File: src/rtl/pcm_rx_pkg.sv
package pcm_rx_pkg;

  localparam int MAX_W = 24;
  localparam int NUM_W = 3;

  typedef enum logic [1:0] {
    JUST_RIGHT = 2'd0,
    JUST_LEFT  = 2'd1,
    JUST_I2S   = 2'd2
  } just_e;

  typedef struct packed {
    just_e      just;
    logic [1:0] wsel;   // 0:16 1:20 2:24 bits
  } fmt_t;

  function automatic fmt_t decode_fmt(input logic [2:0] code);
    fmt_t f;
    case (code)
      3'b000:  begin f.just = JUST_RIGHT; f.wsel = 2'd0; end
      3'b001:  begin f.just = JUST_RIGHT; f.wsel = 2'd1; end
      3'b010:  begin f.just = JUST_RIGHT; f.wsel = 2'd2; end
      3'b011:  begin f.just = JUST_LEFT;  f.wsel = 2'd2; end
      3'b100:  begin f.just = JUST_I2S;   f.wsel = 2'd0; end
      3'b101:  begin f.just = JUST_I2S;   f.wsel = 2'd2; end
      3'b110:  begin f.just = JUST_I2S;   f.wsel = 2'd1; end
      default: begin f.just = JUST_LEFT;  f.wsel = 2'd1; end
    endcase
    return f;
  endfunction

endpackage

File: src/rtl/pcm_rx_frontend.sv
module pcm_rx_frontend #(
  parameter int SR_W  = 24,
  parameter int CNT_W = 6
) (
  input  logic             clk,
  input  logic             rst,
  input  logic             frm_clk,
  input  logic             ser_din,
  output logic             hf_edge,
  output logic             cur_lvl,
  output logic             prev_lvl,
  output logic             started_q,
  output logic             started_d,
  output logic [SR_W-1:0]  sr_q,
  output logic [SR_W-1:0]  sr_d,
  output logic [CNT_W-1:0] cnt_d
);

  localparam logic [CNT_W-1:0] CNT_MAX = '1;
  localparam logic [CNT_W-1:0] CNT_ONE = CNT_W'(1);

  logic             armed_q;
  logic             lvl_q;
  logic [CNT_W-1:0] cnt_q;

  // a transition is only trusted once the previous level has been captured
  assign hf_edge   = armed_q && (frm_clk != lvl_q);
  assign cur_lvl   = frm_clk;
  assign prev_lvl  = lvl_q;
  assign started_d = started_q | hf_edge;

  always_comb begin
    if (hf_edge) begin
      sr_d  = {{(SR_W-1){1'b0}}, ser_din};
      cnt_d = CNT_ONE;
    end else begin
      sr_d  = {sr_q[SR_W-2:0], ser_din};
      cnt_d = (cnt_q == CNT_MAX) ? cnt_q : cnt_q + CNT_ONE;
    end
  end

  always_ff @(posedge clk) begin
    if (rst) begin
      armed_q   <= 1'b0;
      lvl_q     <= 1'b0;
      started_q <= 1'b0;
      sr_q      <= '0;
      cnt_q     <= '0;
    end else begin
      armed_q   <= 1'b1;
      lvl_q     <= frm_clk;
      started_q <= started_d;
      sr_q      <= sr_d;
      cnt_q     <= cnt_d;
    end
  end

endmodule

File: src/rtl/pcm_rx_extract.sv
module pcm_rx_extract
  import pcm_rx_pkg::*;
#(
  parameter int CNT_W = 6
) (
  input  fmt_t             cfg,
  input  logic             lr_swap,
  input  logic             hf_edge,
  input  logic             cur_lvl,
  input  logic             prev_lvl,
  input  logic             started_q,
  input  logic             started_d,
  input  logic [MAX_W-1:0] sr_q,
  input  logic [MAX_W-1:0] sr_d,
  input  logic [CNT_W-1:0] cnt_d,
  output logic             word_done,
  output logic             word_left,
  output logic [MAX_W-1:0] word_val
);

  logic             is_rj;
  logic             is_i2s;
  logic [CNT_W-1:0] target;
  logic [MAX_W-1:0] raw;
  logic [MAX_W-1:0] ext [NUM_W];

  assign is_rj  = (cfg.just == JUST_RIGHT);
  assign is_i2s = (cfg.just == JUST_I2S);
  assign target = CNT_W'(16) + CNT_W'({cfg.wsel, 2'b00}) + CNT_W'(is_i2s);

  always_comb begin
    if (is_rj) begin
      // the half-frame that just ended holds the word in its last bits
      word_done = hf_edge && started_q;
      word_left = prev_lvl ^ lr_swap;
      raw       = sr_q;
    end else begin
      word_done = started_d && (cnt_d == target);
      word_left = cur_lvl ^ lr_swap;
      raw       = sr_d;
    end
  end

  for (genvar k = 0; k < NUM_W; k++) begin : g_ext
    localparam int W = 16 + 4 * k;
    if (W >= MAX_W) begin : g_full
      assign ext[k] = raw;
    end else begin : g_sign
      assign ext[k] = {{(MAX_W-W){raw[W-1]}}, raw[W-1:0]};
    end
  end

  always_comb begin
    case (cfg.wsel)
      2'd0:    word_val = ext[0];
      2'd1:    word_val = ext[1];
      default: word_val = ext[2];
    endcase
  end

endmodule

File: src/rtl/pcm_rx_pair.sv
module pcm_rx_pair #(
  parameter int DW = 24
) (
  input  logic          clk,
  input  logic          rst,
  input  logic          word_done,
  input  logic          word_left,
  input  logic [DW-1:0] word_val,
  input  logic          left_start,
  output logic [DW-1:0] left_o,
  output logic [DW-1:0] right_o,
  output logic          pair_valid
);

  logic          have_q;
  logic [DW-1:0] hold_q;

  always_ff @(posedge clk) begin
    if (rst) begin
      have_q     <= 1'b0;
      hold_q     <= '0;
      left_o     <= '0;
      right_o    <= '0;
      pair_valid <= 1'b0;
    end else begin
      pair_valid <= 1'b0;
      if (word_done && !word_left && have_q) begin
        left_o     <= hold_q;
        right_o    <= word_val;
        pair_valid <= 1'b1;
      end
      if (word_done && word_left) begin
        hold_q <= word_val;
        have_q <= 1'b1;
      end else if (left_start || (word_done && !word_left)) begin
        have_q <= 1'b0;
      end
    end
  end

endmodule

File: src/rtl/pcm_serial_rx.sv
module pcm_serial_rx
  import pcm_rx_pkg::*;
#(
  parameter int CNT_W = 6
) (
  input  logic             bclk,
  input  logic             rst,
  input  logic             frm_clk,
  input  logic             ser_din,
  input  logic [2:0]       fmt_sel,
  input  logic             lr_swap,
  output logic [MAX_W-1:0] left_o,
  output logic [MAX_W-1:0] right_o,
  output logic             pair_valid
);

  fmt_t             cfg;
  logic             hf_edge, cur_lvl, prev_lvl, started_q, started_d;
  logic [MAX_W-1:0] sr_q, sr_d;
  logic [CNT_W-1:0] cnt_d;
  logic             word_done, word_left;
  logic [MAX_W-1:0] word_val;
  logic             left_start;

  assign cfg        = decode_fmt(fmt_sel);
  assign left_start = hf_edge && (cur_lvl ^ lr_swap);

  pcm_rx_frontend #(.SR_W(MAX_W), .CNT_W(CNT_W)) u_front (
    .clk(bclk), .rst(rst), .frm_clk(frm_clk), .ser_din(ser_din),
    .hf_edge(hf_edge), .cur_lvl(cur_lvl), .prev_lvl(prev_lvl),
    .started_q(started_q), .started_d(started_d),
    .sr_q(sr_q), .sr_d(sr_d), .cnt_d(cnt_d)
  );

  pcm_rx_extract #(.CNT_W(CNT_W)) u_extract (
    .cfg(cfg), .lr_swap(lr_swap), .hf_edge(hf_edge), .cur_lvl(cur_lvl),
    .prev_lvl(prev_lvl), .started_q(started_q), .started_d(started_d),
    .sr_q(sr_q), .sr_d(sr_d), .cnt_d(cnt_d),
    .word_done(word_done), .word_left(word_left), .word_val(word_val)
  );

  pcm_rx_pair #(.DW(MAX_W)) u_pair (
    .clk(bclk), .rst(rst), .word_done(word_done), .word_left(word_left),
    .word_val(word_val), .left_start(left_start),
    .left_o(left_o), .right_o(right_o), .pair_valid(pair_valid)
  );

endmodule

File: config.mk
export PLATFORM = sky130hd
export DESIGN_NAME = pcm_serial_rx
export DESIGN_NICKNAME = d
export VERILOG_FILES = /design/src/rtl/pcm_rx_pkg.sv /design/src/rtl/pcm_rx_frontend.sv /design/src/rtl/pcm_rx_extract.sv /design/src/rtl/pcm_rx_pair.sv /design/src/rtl/pcm_serial_rx.sv
export SDC_FILE = /design/constraint.sdc
export NUM_CORES = 1
export LEC_CHECK = 0
export ABC_CLOCK_PERIOD_IN_PS = 4260
export BUFFER_PORTS_ARGS = -buffer_cell sky130_fd_sc_hd__buf_2
export CAP_MARGIN = 0
export CORE_MARGIN = 8
export CORE_UTILIZATION = 55
export CTS_BUF_LIST = sky130_fd_sc_hd__clkbuf_16
export CTS_CLUSTER_DIAMETER = 120
export CTS_CLUSTER_SIZE = 14
export DETAILED_ROUTE_END_ITERATION = 8
export PLACE_DENSITY = 0.86
export SYNTH_ARGS = -nofsm -noshare
export SYNTH_HDL_FRONTEND = slang
export SYNTH_HIERARCHICAL = 1
export SYNTH_SLANG_ARGS = --single-unit
File: constraint.sdc
create_clock -name bclk -period 4.26 [get_ports bclk]
set_input_delay 0 -clock bclk [delete_from_list [all_inputs] [get_ports bclk]]
set_output_delay 0 -clock bclk [all_outputs]
set_load 0.05 [all_outputs]
==> run summary <==
The run finished with clean final reports. The final count of hold timing violations came out at 0. The pin count of the biggest net entering global routing was 90.

The finished layout holds 671 standard cells, fillers aside. For the maximum clock path buffer count, the log shows 2. For the worst setup path, the data arrival time is 3500 ps. Dividing total power by cell area gives a power density of 371 mW/mm^2.

The congestion estimate from routability-driven global placement came to 0.758. The path with the worst hold slack has its endpoint at u_pair/hold_q[10]$_SDFFE_PP0P_. The tools report the floorplan row count as 35. For this run, the number of Yosys warnings is 6.

Element type at the critical path end: a flop. Of all flip-flops after synthesis, the portion carrying an async set or reset was 0%. The worst register-to-register path ends at u_pair/right_o[9]$_SDFFE_PP0P_. The worst path needs 3240 ps of the cycle, external delays included. Summing all placed instances gives a cell area of 0.00530 mm^2. The run gives 0.00507 mm^2 as the summed instance area of the synthesized netlist. Power comes to 2.11 mW. The tools report the wire length of the first global-routing pass as 17.8 mm. The largest vdd supply drop was 0.000212 V. The worst-case register-to-register setup slack came out at 1020 ps. The worst-path cell with the longest stage delay was sky130_fd_sc_hd__nor4bb_1. For this run, the share of the core covered by cells in the final layout is 62.3%. The clock tree synthesis step divided the H-tree into 3 levels. For this run, the register share of the synthesized area comes to 42.3%. Along the worst path, the maximum fanout reaches 39. After the last flow step, the layout net total stands at 564. Across the run, the number of max-cap violations was 0. The part of the cycle the worst path needs was 76.0%; the number of buffers added on ports was 56. The number of global-route vias before repair is 3713, and the number of cells produced by synthesis is 521. At the pin with the least slew margin, the transition time is 851 ps. The average vias per placed instance is 5.49. TritonCTS built the clock tree.

Measured along the y axis, the die boundary spans 112 um. Setup repair after global routing left no endpoint under its margin. The logs give 530 for the synthesized netlist net count and 653 for the placed cell count.

For the detailed router's first-iteration violation count, the log shows 195. After clock tree synthesis, the clock-pin slew on the worst setup and hold paths is 80 ps. After synthesis, the netlist uses 52 different library cells.

The relative area change from synthesis to final layout works out to 12.1%. During I/O placement, the number of pins put on the boundary was 57. The critical path goes through ha_1, and2_1, nor4bb_1, nor3_1, nor4bb_1, nand4_1, nand3_1, and3b_2, buf_12, mux2i_1.

The worst min-delay path category was primary input to flop. The run gives 0 as the total count of max-transition violations in the final report. The number of enable flip-flop cells after synthesis came out at 0. After global routing the overflow that remains totals 0. Clock tree synthesis found a total of 107 sinks. Via total after detailed routing: 3685. On the final layout, the worst hold slack is 161 ps. The setup violation total in the final timing report was 0; the number of buffers inserted during clock tree synthesis was 9. The die covers 0.0125 mm^2. The tree is rooted in a sky130_fd_sc_hd__clkbuf_16. The remaining max-slew budget at the tightest pin is 43.3%. For this run, the total global-route usage over all layers was measured as 17.0%.

The run gives 4520 ps as the required time of the worst setup path. After detailed routing, the number of remaining DRC violations is 0. The sum of negative setup slack was 0 ps. In this run the critical register-to-register path is launched from u_front/cnt_q[0]$_SDFF_PP0_.

Summed over all nets, the half-perimeter wirelength after detailed placement is 6.68 mm. A synthesized cell averages 9.72 um^2. The worst hold path passes through 2 cells.

The setup skew after layout came out at 8.45 ps. The initial antenna violation count was 0. Measured in cells, the most critical reg-to-reg path has a length of 10. The share of post-route cells with drive strength above 1 was 23.2%. The detail route stage leaves a number of antenna-violating nets equal to 0. The number of antenna diodes in the final layout is 0. Maximum clock frequency: 309 MHz.

In the synthesized netlist the dominant register cell turns out to be sky130_fd_sc_hd__dfxtp_1. The region available for standard cell placement spans 0.00911 mm^2. Flip-flop and latch count after synthesis: 107. Clock latency on the worst-skew pair, taken at its later pin, is 340 ps. The first TritonRoute pass finished after 5 iterations. In this run the static leakage power is 2.20 nW.

Across all setup checks in the final design, the least slack found is 1020 ps. The worst setup path is launched from a flop. The finished cells cover 0.00568 mm^2. The horizontal die dimension works out to 112 um. In the final routed layout, each cell accounts on average for 15.6 um. Wires add up to 10.5 mm. By instance count, the cell type seen most on the critical path is sky130_fd_sc_hd__nor4bb_1. The worst hold path begins at rst. Before CTS, the worst setup slack after placement is 1230 ps. For this run, the slowest stage of the critical path takes 470 ps.

Fill cells in the final layout number 740. The path type of the worst setup path was flop to flop. The initial utilization of the core area, before any placement, comes to 55.6%.
## Yosys cell counts, types with 2 or more instances
cell,n,area share [%]
sky130_fd_sc_hd__or3b_1,2,0.35
sky130_fd_sc_hd__nand3_1,31,3.1
sky130_fd_sc_hd__a21bo_2,20,4.0
sky130_fd_sc_hd__dfxtp_1,107,42
sky130_fd_sc_hd__nor2b_1,4,0.49
sky130_fd_sc_hd__o211ai_1,4,0.59
sky130_fd_sc_hd__o21ai_1,2,0.20
sky130_fd_sc_hd__o21a_1,2,0.30
sky130_fd_sc_hd__buf_6,7,1.6
sky130_fd_sc_hd__o21ai_0,8,0.79
sky130_fd_sc_hd__a21oi_1,27,2.7
sky130_fd_sc_hd__nor2_1,5,0.37
sky130_fd_sc_hd__inv_1,4,0.30
sky130_fd_sc_hd__or2_2,2,0.25
sky130_fd_sc_hd__buf_4,7,1.0
sky130_fd_sc_hd__and2_1,44,5.4
sky130_fd_sc_hd__nand4_1,4,0.49
sky130_fd_sc_hd__and3_1,2,0.25
sky130_fd_sc_hd__buf_2,8,0.79
sky130_fd_sc_hd__nand2_1,3,0.22
sky130_fd_sc_hd__and2_2,4,0.59
sky130_fd_sc_hd__clkbuf_1,16,1.2
sky130_fd_sc_hd__nand2b_1,97,12
sky130_fd_sc_hd__nor4bb_1,2,0.40
sky130_fd_sc_hd__a21bo_1,4,0.79
sky130_fd_sc_hd__mux2i_1,58,11
sky130_fd_sc_hd__xnor2_1,3,0.52
sky130_fd_sc_hd__nor3_1,5,0.49
sky130_fd_sc_hd__a21boi_0,2,0.30
sky130_fd_sc_hd__mux2_2,15,3.3
## repair_timing
item | 4_1_cts | 5_1_grt
gates resized for setup | 0 | 0
hold buffers | 2 | 0
endpoints found under the hold margin | 2 | 0
buffers inserted | 0 | 0
setup endpoints to repair | 0 | 0
## cells by family after synthesis
family	share of synthesized area, %
AOI/OAI and AO/OA	10.5
xor gates and xnor gates	1.01
adders and majority gates	0.247
buffers and inverters	5.11
DFF	42.3
muxes	14.8
and+or+nand+nor	26.0
## cells in the final DEF (no fill, tap or decap), types with 3 or more instances in the layout
cell	synthesis	final
sky130_fd_sc_hd__nand3_1	31	31
sky130_fd_sc_hd__and2_1	44	44
sky130_fd_sc_hd__and2_2	4	4
sky130_fd_sc_hd__buf_4	7	4
sky130_fd_sc_hd__mux2i_1	58	58
sky130_fd_sc_hd__nor2_1	5	5
sky130_fd_sc_hd__nor2b_1	4	4
sky130_fd_sc_hd__buf_2	8	56
sky130_fd_sc_hd__dfxtp_1	107	107
sky130_fd_sc_hd__a21oi_1	27	27
sky130_fd_sc_hd__o211ai_1	4	4
sky130_fd_sc_hd__nand4_1	4	4
sky130_fd_sc_hd__clkbuf_16	0	9
sky130_fd_sc_hd__nand2_1	3	3
sky130_fd_sc_hd__o21ai_0	8	8
sky130_fd_sc_hd__inv_1	4	4
sky130_fd_sc_hd__a21bo_2	20	20
sky130_fd_sc_hd__mux2_2	15	15
sky130_fd_sc_hd__nand2b_1	97	97
sky130_fd_sc_hd__a21bo_1	4	4
sky130_fd_sc_hd__nor3_1	5	5
sky130_fd_sc_hd__bufinv_16	0	3
## metal layers
layer  track usage (%)  vias up  part of all wire [%]
met5                 0        -                     0
met1              20.9     1739                    45
met2              27.6       91                    47
met4              7.55        0                   2.6
li1                  -     1830                     -
met3              4.33       25                   4.9
## final cells by class
type / instances / area, um^2 / area share (%)
multi-input cells: 369 / 2670 / 47.1
flip-flops and latches: 107 / 2140 / 37.7
repair buffers: 63 / 350 / 6.17
clock buffers: 9 / 225 / 3.97
well taps: 111 / 139 / 2.45
clock inverters: 7 / 130 / 2.29
inverters: 5 / 18.8 / 0.330
## worst max-delay path by stage
stage                                 endpoint                   startpoint  slack (ps)  cells past startpoint
2_1_floorplan   u_pair/left_o[10]$_SDFFE_PP0P_  u_front/cnt_q[0]$_SDFF_PP0_        1620                     13
3_3_place_gp     u_pair/left_o[9]$_SDFFE_PP0P_  u_front/cnt_q[0]$_SDFF_PP0_        1410                     10
3_5_place_dp   u_pair/right_o[11]$_SDFFE_PP0P_  u_front/cnt_q[0]$_SDFF_PP0_        1230                     10
4_1_cts         u_pair/right_o[1]$_SDFFE_PP0P_  u_front/cnt_q[0]$_SDFF_PP0_        1070                     10
5_1_grt         u_pair/right_o[6]$_SDFFE_PP0P_  u_front/cnt_q[0]$_SDFF_PP0_         810                     10
6_report        u_pair/right_o[9]$_SDFFE_PP0P_  u_front/cnt_q[0]$_SDFF_PP0_        1020                     10
## sequential cells by signal, summed over array words and instances (netlist names)
register / count
u_front/sr_q: 24
u_pair/hold_q: 24
u_pair/left_o: 24
u_pair/right_o: 24
u_front/cnt_q: 6
u_front/armed_q: 1
u_front/prev_lvl: 1
u_front/started_q: 1
u_pair/have_q: 1
u_pair/pair_valid: 1
## power breakdown
group | internal, mW | leakage (nW) | switching, mW
Combinational | 0.0461 | 1.17 | 0.0812
Sequential | 1.01 | 0.863 | 0.00710
Clock | 0.586 | 0.174 | 0.384
## critical path: cells and delay by family (launching register included)
family	cells	cell delay, ps
fa+ha+maj	1	270
buf+inv	1	320
flops	1	380
mux	1	250
simple gates	7	1940
No activity file was read; power rests on OpenSTA's default activity.
